### src/rtl/scan_tap_pkg.sv
// Shared types for the test access port: controller states, instruction
// codes and the decoded operation. Assumes a 3-bit instruction register.
package scan_tap_pkg;

    localparam int IR_W = 3;

    typedef enum logic [3:0] {
        ST_RESET, ST_IDLE,
        ST_SEL_DR, ST_CAP_DR, ST_SH_DR, ST_EX1_DR, ST_PAU_DR, ST_EX2_DR, ST_UPD_DR,
        ST_SEL_IR, ST_CAP_IR, ST_SH_IR, ST_EX1_IR, ST_PAU_IR, ST_EX2_IR, ST_UPD_IR
    } tap_state_e;

    typedef enum logic [2:0] {
        OP_EXTEST, OP_IDCODE, OP_SAMPLEZ, OP_SAMPLE, OP_BYPASS
    } tap_op_e;

    localparam logic [IR_W-1:0] CODE_EXTEST  = 3'b000;
    localparam logic [IR_W-1:0] CODE_IDCODE  = 3'b001;
    localparam logic [IR_W-1:0] CODE_SAMPLEZ = 3'b010;
    localparam logic [IR_W-1:0] CODE_SAMPLE  = 3'b100;
    localparam logic [IR_W-1:0] CODE_BYPASS  = 3'b111;
    localparam logic [IR_W-1:0] IR_CAPTURE   = {{(IR_W-2){1'b0}}, 2'b01};

endpackage

### src/rtl/tap_fsm.sv
// Sixteen-state test controller clocked on rising tck.
// Assumes: rst_n is the only reset; holding tms high resets it in five edges.
module tap_fsm
    import scan_tap_pkg::*;
(
    input  logic       tck,
    input  logic       rst_n,
    input  logic       tms,
    output tap_state_e state
);

    tap_state_e nxt;
    logic [2:0] hi_run;

    // Next-state selection from tms.
    always_comb begin
        unique case (state)
            ST_RESET:  nxt = tms ? ST_RESET  : ST_IDLE;
            ST_IDLE:   nxt = tms ? ST_SEL_DR : ST_IDLE;
            ST_SEL_DR: nxt = tms ? ST_SEL_IR : ST_CAP_DR;
            ST_CAP_DR: nxt = tms ? ST_EX1_DR : ST_SH_DR;
            ST_SH_DR:  nxt = tms ? ST_EX1_DR : ST_SH_DR;
            ST_EX1_DR: nxt = tms ? ST_UPD_DR : ST_PAU_DR;
            ST_PAU_DR: nxt = tms ? ST_EX2_DR : ST_PAU_DR;
            ST_EX2_DR: nxt = tms ? ST_UPD_DR : ST_SH_DR;
            ST_UPD_DR: nxt = tms ? ST_SEL_DR : ST_IDLE;
            ST_SEL_IR: nxt = tms ? ST_RESET  : ST_CAP_IR;
            ST_CAP_IR: nxt = tms ? ST_EX1_IR : ST_SH_IR;
            ST_SH_IR:  nxt = tms ? ST_EX1_IR : ST_SH_IR;
            ST_EX1_IR: nxt = tms ? ST_UPD_IR : ST_PAU_IR;
            ST_PAU_IR: nxt = tms ? ST_EX2_IR : ST_PAU_IR;
            ST_EX2_IR: nxt = tms ? ST_UPD_IR : ST_SH_IR;
            ST_UPD_IR: nxt = tms ? ST_SEL_DR : ST_IDLE;
            default:   nxt = ST_RESET;
        endcase
    end

    // State register with synchronous power-up reset.
    always_ff @(posedge tck) begin
        if (!rst_n) state <= ST_RESET;
        else        state <= nxt;
    end

    // Saturating count of consecutive tms-high edges, for the check below.
    always_ff @(posedge tck) begin
        if (!rst_n)       hi_run <= 3'd0;
        else if (!tms)    hi_run <= 3'd0;
        else if (hi_run != 3'd5) hi_run <= hi_run + 3'd1;
    end


    tms_reset_chk: assert property (@(posedge tck) disable iff (!rst_n)
        (hi_run == 3'd5) |-> (state == ST_RESET));

endmodule

### src/rtl/tap_ir.sv
// Instruction shift/hold registers, decode and the high-Z request.
// Assumes unassigned codes fall back to bypass; the external-test drive
// permission is sampled from the control cell at each instruction update.
module tap_ir
    import scan_tap_pkg::*;
(
    input  logic       tck,
    input  logic       rst_n,
    input  tap_state_e state,
    input  logic       tdi,
    input  logic       ctl_bit,
    output logic       ir_tdo,
    output tap_op_e    op,
    output logic       byp_clr,
    output logic       out_hiz
);

    logic [IR_W-1:0] ir_sr;
    logic [IR_W-1:0] ir_q;
    logic            ext_drive;

    function automatic tap_op_e decode(input logic [IR_W-1:0] c);
        case (c)
            CODE_EXTEST:  decode = OP_EXTEST;
            CODE_IDCODE:  decode = OP_IDCODE;
            CODE_SAMPLEZ: decode = OP_SAMPLEZ;
            CODE_SAMPLE:  decode = OP_SAMPLE;
            default:      decode = OP_BYPASS;
        endcase
    endfunction

    // Instruction shift register: capture fixed pattern, shift LSB out.
    always_ff @(posedge tck) begin
        if (!rst_n)                 ir_sr <= CODE_IDCODE;
        else if (state == ST_CAP_IR) ir_sr <= IR_CAPTURE;
        else if (state == ST_SH_IR)  ir_sr <= {tdi, ir_sr[IR_W-1:1]};
    end

    // Active instruction: identification on reset, new code on update.
    always_ff @(posedge tck) begin
        if (!rst_n || state == ST_RESET) ir_q <= CODE_IDCODE;
        else if (state == ST_UPD_IR)     ir_q <= ir_sr;
    end

    // Drive permission for external test, taken at instruction update.
    always_ff @(posedge tck) begin
        if (!rst_n)                  ext_drive <= 1'b0;
        else if (state == ST_UPD_IR) ext_drive <= ctl_bit;
    end

    assign op      = decode(ir_q);
    assign ir_tdo  = ir_sr[0];
    assign byp_clr = (state == ST_UPD_IR) && (decode(ir_sr) == OP_BYPASS);
    assign out_hiz = (op == OP_SAMPLEZ) || ((op == OP_EXTEST) && !ext_drive);


    reset_loads_id_chk: assert property (@(posedge tck) disable iff (!rst_n)
        (state == ST_RESET) |=> (op == OP_IDCODE));


    ir_capture_chk: assert property (@(posedge tck) disable iff (!rst_n)
        (state == ST_CAP_IR) |=> (ir_sr[1:0] == 2'b01));


    drive_hold_chk: assert property (@(posedge tck) disable iff (!rst_n)
        (state != ST_UPD_IR) |=> $stable(ext_drive));

endmodule

### src/rtl/tap_dr.sv
// Data-side registers: bypass stage, identification word and the boundary
// chain (pin cells plus one internal control cell at the input end).
// Assumes the decoded operation is stable outside instruction update.
module tap_dr
    import scan_tap_pkg::*;
#(
    parameter int          BSR_LEN = 109,
    parameter logic [2:0]  ID_REV  = 3'b010,
    parameter logic [16:0] ID_CFG  = 17'h0B6C5,
    parameter logic [10:0] ID_MFG  = 11'h0D5
) (
    input  logic               tck,
    input  logic               rst_n,
    input  tap_state_e         state,
    input  tap_op_e            op,
    input  logic               tdi,
    input  logic               byp_clr,
    input  logic [BSR_LEN-2:0] pin_in,
    output logic               dr_tdo,
    output logic               ctl_bit,
    output logic               bsr_capture,
    output logic               bsr_update,
    output logic [BSR_LEN-2:0] bsr_data
);

    localparam int PIN_W = BSR_LEN - 1;
    localparam int ID_W  = 32;
    localparam logic [ID_W-1:0] ID_WORD = {ID_REV, ID_CFG, ID_MFG, 1'b1};

    logic            byp_q;
    logic [ID_W-1:0] id_sr;
    logic            ctl_q;
    logic [PIN_W-1:0] cell_sr;
    logic [PIN_W-1:0] cell_upd;
    logic            bsel, zmode, ctl_wr, cap_en, sh_en, upd_en;

    assign bsel   = (op == OP_EXTEST) || (op == OP_SAMPLE) || (op == OP_SAMPLEZ);
    assign zmode  = (op == OP_SAMPLEZ);
    assign ctl_wr = (op == OP_EXTEST) || (op == OP_SAMPLE);
    assign cap_en = bsel && (state == ST_CAP_DR);
    assign sh_en  = bsel && (state == ST_SH_DR);
    assign upd_en = bsel && (state == ST_UPD_DR);

    // Bypass stage: cleared on select or capture, follows tdi when shifting.
    always_ff @(posedge tck) begin
        if (!rst_n || byp_clr) byp_q <= 1'b0;
        else if (op == OP_BYPASS && state == ST_CAP_DR) byp_q <= 1'b0;
        else if (op == OP_BYPASS && state == ST_SH_DR)  byp_q <= tdi;
    end

    // Identification shift register.
    always_ff @(posedge tck) begin
        if (!rst_n) id_sr <= ID_WORD;
        else if (op == OP_IDCODE && state == ST_CAP_DR) id_sr <= ID_WORD;
        else if (op == OP_IDCODE && state == ST_SH_DR)  id_sr <= {tdi, id_sr[ID_W-1:1]};
    end

    // Internal control cell: written only under sample or external test.
    always_ff @(posedge tck) begin
        if (!rst_n)                ctl_q <= 1'b0;
        else if (sh_en && ctl_wr)  ctl_q <= tdi;
    end

    // Boundary pin cells, one shift stage and one update stage each.
    for (genvar i = 0; i < PIN_W; i++) begin : g_cell
        logic src, sr_q, upd_q;
        if (i == PIN_W - 1) begin : g_top
            assign src = zmode ? tdi : ctl_q;
        end else begin : g_mid
            assign src = cell_sr[i+1];
        end
        // Capture the pin or shift toward cell 0.
        always_ff @(posedge tck) begin
            if (!rst_n)      sr_q <= 1'b0;
            else if (cap_en) sr_q <= pin_in[i];
            else if (sh_en)  sr_q <= src;
        end
        // Parallel update stage.
        always_ff @(posedge tck) begin
            if (!rst_n)      upd_q <= 1'b0;
            else if (upd_en) upd_q <= sr_q;
        end
        assign cell_sr[i]  = sr_q;
        assign cell_upd[i] = upd_q;
    end

    // Serial output of the selected data path.
    always_comb begin
        case (op)
            OP_IDCODE: dr_tdo = id_sr[0];
            OP_BYPASS: dr_tdo = byp_q;
            default:   dr_tdo = cell_sr[0];
        endcase
    end

    assign ctl_bit     = ctl_q;
    assign bsr_capture = cap_en;
    assign bsr_update  = upd_en;
    assign bsr_data    = cell_upd;


    bypass_clear_chk: assert property (@(posedge tck) disable iff (!rst_n)
        byp_clr |=> (byp_q == 1'b0));


    pin_capture_chk: assert property (@(posedge tck) disable iff (!rst_n)
        cap_en |=> (cell_sr == $past(pin_in)));


    ctl_guard_chk: assert property (@(posedge tck) disable iff (!rst_n)
        !((op == OP_EXTEST) || (op == OP_SAMPLE)) |=> $stable(ctl_q));


    update_copy_chk: assert property (@(posedge tck) disable iff (!rst_n)
        upd_en |=> (bsr_data == $past(cell_sr)));

endmodule

### src/rtl/scan_tap_ctl.sv
// Top of the test access port: controller, instruction side, data side
// and the falling-edge serial output stage.
// Assumes tck is free-running while rst_n is low.
module scan_tap_ctl
    import scan_tap_pkg::*;
#(
    parameter int          BSR_LEN = 109,
    parameter logic [2:0]  ID_REV  = 3'b010,
    parameter logic [16:0] ID_CFG  = 17'h0B6C5,
    parameter logic [10:0] ID_MFG  = 11'h0D5
) (
    input  logic               tck,
    input  logic               rst_n,
    input  logic               tms,
    input  logic               tdi,
    input  logic [BSR_LEN-2:0] pin_in,
    output logic               tdo,
    output logic               tdo_oe,
    output logic               out_hiz,
    output logic               bsr_capture,
    output logic               bsr_update,
    output logic [BSR_LEN-2:0] bsr_data
);

    tap_state_e state;
    tap_op_e    op;
    logic       ir_tdo, dr_tdo, ctl_bit, byp_clr;

    tap_fsm u_fsm (
        .tck   (tck),
        .rst_n (rst_n),
        .tms   (tms),
        .state (state)
    );

    tap_ir u_ir (
        .tck     (tck),
        .rst_n   (rst_n),
        .state   (state),
        .tdi     (tdi),
        .ctl_bit (ctl_bit),
        .ir_tdo  (ir_tdo),
        .op      (op),
        .byp_clr (byp_clr),
        .out_hiz (out_hiz)
    );

    tap_dr #(
        .BSR_LEN (BSR_LEN),
        .ID_REV  (ID_REV),
        .ID_CFG  (ID_CFG),
        .ID_MFG  (ID_MFG)
    ) u_dr (
        .tck         (tck),
        .rst_n       (rst_n),
        .state       (state),
        .op          (op),
        .tdi         (tdi),
        .byp_clr     (byp_clr),
        .pin_in      (pin_in),
        .dr_tdo      (dr_tdo),
        .ctl_bit     (ctl_bit),
        .bsr_capture (bsr_capture),
        .bsr_update  (bsr_update),
        .bsr_data    (bsr_data)
    );

    // Falling-edge output register and its enable.
    always_ff @(negedge tck) begin
        if (!rst_n) begin
            tdo    <= 1'b0;
            tdo_oe <= 1'b0;
        end else begin
            tdo_oe <= (state == ST_SH_IR) || (state == ST_SH_DR);
            tdo    <= (state == ST_SH_IR) ? ir_tdo :
                      (state == ST_SH_DR) ? dr_tdo : 1'b0;
        end
    end


    oe_in_shift_chk: assert property (@(posedge tck) disable iff (!rst_n)
        tdo_oe |-> ((state == ST_SH_IR) || (state == ST_SH_DR)));

endmodule

### config.mk
export PLATFORM = sky130hd
export DESIGN_NAME = scan_tap_ctl
export DESIGN_NICKNAME = d
export VERILOG_FILES = /design/src/rtl/scan_tap_pkg.sv /design/src/rtl/tap_fsm.sv /design/src/rtl/tap_ir.sv /design/src/rtl/tap_dr.sv /design/src/rtl/scan_tap_ctl.sv
export SDC_FILE = /design/constraint.sdc
export NUM_CORES = 1
export LEC_CHECK = 0
export CELL_PAD_IN_SITES_DETAIL_PLACEMENT = 1
export CELL_PAD_IN_SITES_GLOBAL_PLACEMENT = 1
export CORE_ASPECT_RATIO = 0.5
export CORE_MARGIN = 4
export CORE_UTILIZATION = 35
export DETAILED_ROUTE_END_ITERATION = 7
export MAX_ROUTING_LAYER = met4
export PLACE_DENSITY = 0.79
export SETUP_SLACK_MARGIN = 0.4
export SLEW_MARGIN = 15
export SYNTH_ARGS = -nofsm -noshare
export SYNTH_HDL_FRONTEND = slang
export SYNTH_SLANG_ARGS = --single-unit
### constraint.sdc
create_clock -name tck -period 2 [get_ports tck]
set_clock_uncertainty 0.2 [all_clocks]
set_input_delay 0.4 -clock tck [delete_from_list [all_inputs] [get_ports tck]]
set_output_delay 0.4 -clock tck [all_outputs]
set_load 0.05 [all_outputs]
==> summary.md <==
| Metric | Value |
|---|---|
| Status | `complete, but fails checks` |
| Failing checks | `DRC, setup timing` |
| Syn_nets | `between 1k and 1.5k` |
| Final hold slack | `between 0.2 and 0.3 ns` |
| Largest net degree at the start of global routing | `66` |
| Crit Path Class | `reg -> out` |
| Setup violations, final | `around 260` |
| Ys flop type | `dfxtp_1` |
| Initial antenna violation count | `14` |
| Worst reg2reg path depth | `7` |
| EDFF count, synth | `0` |
| Syn Inst Count | `between 1k and 1.5k` |
| Cell variety after synth | `45` |
| Pre-antenna DRT Iters | `8` |
| CTS tree | `done` |
| Post-route ant nets | `0` |
| VDD IR max | `533 µV` |
| Leakage power | `roughly 7 nW` |
| Hold Buf Count CTS | `0` |
| Syn_area_per_cell | `8.53 µm²` |
| Final GP Congestion | `between 0.8 and 0.9` |
| Root buffer cell | `clkbuf_16` |
| Nets | `about 1.7k` |
| Mux cell area share after synthesis | `less than 1%` |
| RSZ-0062 raised after global routing | `true` |
| Sequential share of the synthesized area | `a little under half` |
| Pwr/cell area | `approximately 610 mW/mm²` |
| Reg2reg setup slack | `-0.80 ns` |
| Crit path max fanout | `1` |
| DRC errors left | `1` |
| Synth async-reset ratio | `0%` |
| Mapped Area | `0.0115 mm²` |
| CP max stage delay | `~0.40 ns` |
| Hold depth | `3` |
| Worst Hold End | `u_dr.g_cell[91].src` |
| Cts bufs inserted | `26` |
| Clk_lat worst skew | `approximately 0.60 ns` |
| Non-Filler Instances | `around 2.1k` |
| Via density | `approximately 7.5` |
| Worst-path clk slew | `0.14 ns` |
| Data arrival, critical path | `2.25 ns` |
| Total Wirelength | `between 90 and 100 mm` |
| Vias in the first global route | `roughly 14k` |
| First-pass GRT wire length | `slightly below 90 mm` |
| Core area | `0.0321 mm²` |
| GR Overflow Total | `0` |
| CP cell instances | `buf_12` |
| Bufs and invs on worst path | `1` |
| Slowest cell on crit path | `dfxtp_4` |
| Wire per inst | `roughly 45 µm` |
| RR Startpoint | `u_fsm.state[3]` |
| Setup crit end kind | `output pin` |
| Vias | `roughly 15k` |
| Max-slew headroom | `roughly half` |
| Synthesized flop and latch total | `approximately 260` |
| DRT iter0 DRCs | `2672` |
| Worst-Margin Slew | `0.720 ns` |
| Main combinational cell family by area after synthesis | `compound AO/OA/AOI/OAI gates` |
| Crit-path leading delay family | `flip-flops` |
| H-tree levels | `1` |
| Worst path required time | `around 1.4 ns` |
| Synth warn | `0` |
| Overall routing resource usage | `between 30% and 40%` |
| Final Core Density | `roughly two thirds` |
| Final worst setup slack | `-0.849 ns` |
| Placed Cells | `approximately 1.8k` |
| Num ports | `about 230` |
| HPWL after detailed placement | `about 25 mm` |
| Xor/xnor cell area share of the yosys netlist | `0%` |
| Die height | `around 140 µm` |
| Final Hold Viols | `0` |
| Simple-gate portion of the synthesized area | `8.55%` |
| Number of port buffers | `about 220` |
| Layout cell share with drive strength beyond 1 | `52.9%` |
| CTS Sinks | `263` |
| Max-slew violations | `0` |
| Worst R2R End | `u_dr.g_cell[23].src` |
| Die Wd | `265 µm` |
| Initial Util | `a little over a third` |
| Worst hold path type | `in -> reg` |
| Post-synthesis adder-cell area fraction | `less than 1%` |
| Compound-Gate Fraction of Synth Area | `a little under 30%` |
| Die ar. | `between 0.03 and 0.04 mm²` |
| Syn-to-layout area delta | `81.2%` |
| Max_cap viols | `0` |
| Row cnt | `46` |
| Crit start category | `register` |
| Max clock buf depth | `3` |
| Hold Path Origin | `pin_in[92]` |
==> layout by cell type, fill, tap and decap left out, drive strengths merged, types with 3 or more instances in the layout <==
cell / synthesis / routed
a211o: 3 / 3
a21o: 3 / 4
a21oi: 130 / 130
a221oi: 108 / 108
a31oi: 3 / 3
buf: 148 / 326
bufbuf: 0 / 7
bufinv: 0 / 4
clkbuf: 108 / 39
clkdlybuf4s50: 0 / 111
clkinv: 1 / 4
clkinvlp: 0 / 4
dfxtp: 263 / 263
diode: 0 / 26
inv: 116 / 119
mux2i: 6 / 6
nand2: 6 / 6
nand3: 156 / 156
nor2: 13 / 13
nor4b: 3 / 3
o21a: 3 / 3
o21ai: 149 / 149
o22ai: 108 / 108
o31ai: 3 / 3
==> cell families (layout without fill, tap and decap cells) <==
logic type | count (synthesis) | after routing
AO/OA/AOI/OAI | 521 | 522
adder cells (fa/ha/maj) | 1 | 1
buffers and inverters | 373 | 614
flip-flops | 263 | 263
multiplexers | 6 | 6
other | 0 | 26
AND/OR/NAND/NOR | 190 | 190
==> per-stage QoR <==
step / power, mW / worst slack, ns / cell area [µm²] / setup TNS (ns)
2_1_floorplan: 5.74 / -0.830 / 12400 / -2.28
3_3_place_gp: 6.08 / -0.740 / 13900 / -99.62
3_5_place_dp: 6.10 / -0.777 / 13900 / -105.42
4_1_cts: 11.9 / -0.710 / 18000 / -46.00
5_1_grt: 12.8 / -0.825 / 20900 / -106.40
6_report: 12.7 / -0.849 / 20900 / -108.18
==> cell usage after synthesis (3+ instances only) <==
| cell type | instances | area [µm²] |
|---|---|---|
| inv_1 | 116 | 435 |
| dfxtp_1 | 263 | 5270 |
| a211o_1 | 3 | 26.3 |
| buf_6 | 4 | 45.0 |
| buf_4 | 108 | 811 |
| a221oi_2 | 20 | 300 |
| a21oi_1 | 130 | 651 |
| mux2i_1 | 6 | 60.1 |
| nand2_1 | 6 | 22.5 |
| buf_2 | 21 | 105 |
| o31ai_1 | 3 | 22.5 |
| clkbuf_1 | 108 | 405 |
| nand3_1 | 156 | 781 |
| o22ai_1 | 108 | 676 |
| a221oi_1 | 88 | 771 |
| o21a_1 | 3 | 22.5 |
| o21ai_0 | 148 | 741 |
| a31oi_1 | 3 | 18.8 |
| buf_1 | 15 | 56.3 |
| a21o_1 | 3 | 22.5 |
| nor2_1 | 13 | 48.8 |
==> sequential cells by signal, summed over array words and instances (netlist names) <==
signal	cells
u_fsm.state	4
u_dr.ctl_bit	1
u_ir.ext_drive	1
u_ir.ir_sr	3
tdo_oe	1
u_dr.id_sr	32
u_dr.byp_q	1
u_dr.g_cell.sr_q	3
u_dr.g_cell.src	105
u_dr.g_cell.upd_q	108
tdo	1
u_ir.ir_q	3
==> final cells by class <==
type                       count  area (µm²)
clock buffer                  35         756
antenna                       26        65.1
sequential                   263        5440
fill                        3111       11200
timing repair buffer         448        6020
tap                          432         541
inverter                     116         448
clock inverter                15         189
multi-input combinational    719        7460
==> where the power goes <==
group	internal (mW)	total, mW	switching, mW	leakage [nW]
combinational	0.646	1.41	0.768	4.23
sequential	5.20	5.23	0.0296	2.16
clock	3.20	6.09	2.89	0.462
total	9.05	12.7	3.68	6.85
==> per-layer routing <==
| layer | share of wire [%] | vias to the layer above | track usage (%) |
|---|---|---|---|
| met5 | 0 | - | - |
| met4 | 11 | 0 | 20.5 |
| met3 | 14 | 868 | 7.22 |
| met2 | 40 | 1732 | 54.0 |
| met1 | 35 | 7384 | 37.1 |
| li1 | - | 5344 | - |
==> timing repair <==
item | CTS | global route
buffers inserted | 62 | 54
gates cloned | 53 | 5
hold endpoints to repair | 0 | 0
pin swaps | 132 | 71
gates resized for setup | 334 | 479
endpoints found under the setup margin | 371 | 375
==> worst max path at each step <==
stage,from,endpoint,slack [ns],cells past startpoint
finish,tdo_oe,tdo_oe,-0.85,1
detailed placement,rst_n,tdo,-0.78,5
global placement,rst_n,tdo,-0.74,5
floorplan,u_fsm.state[0],tdo,-0.83,7
global route,tdo_oe,tdo_oe,-0.83,1
CTS,tdo,tdo,-0.71,1
Note: power is estimated with default switching activity, not from simulation.
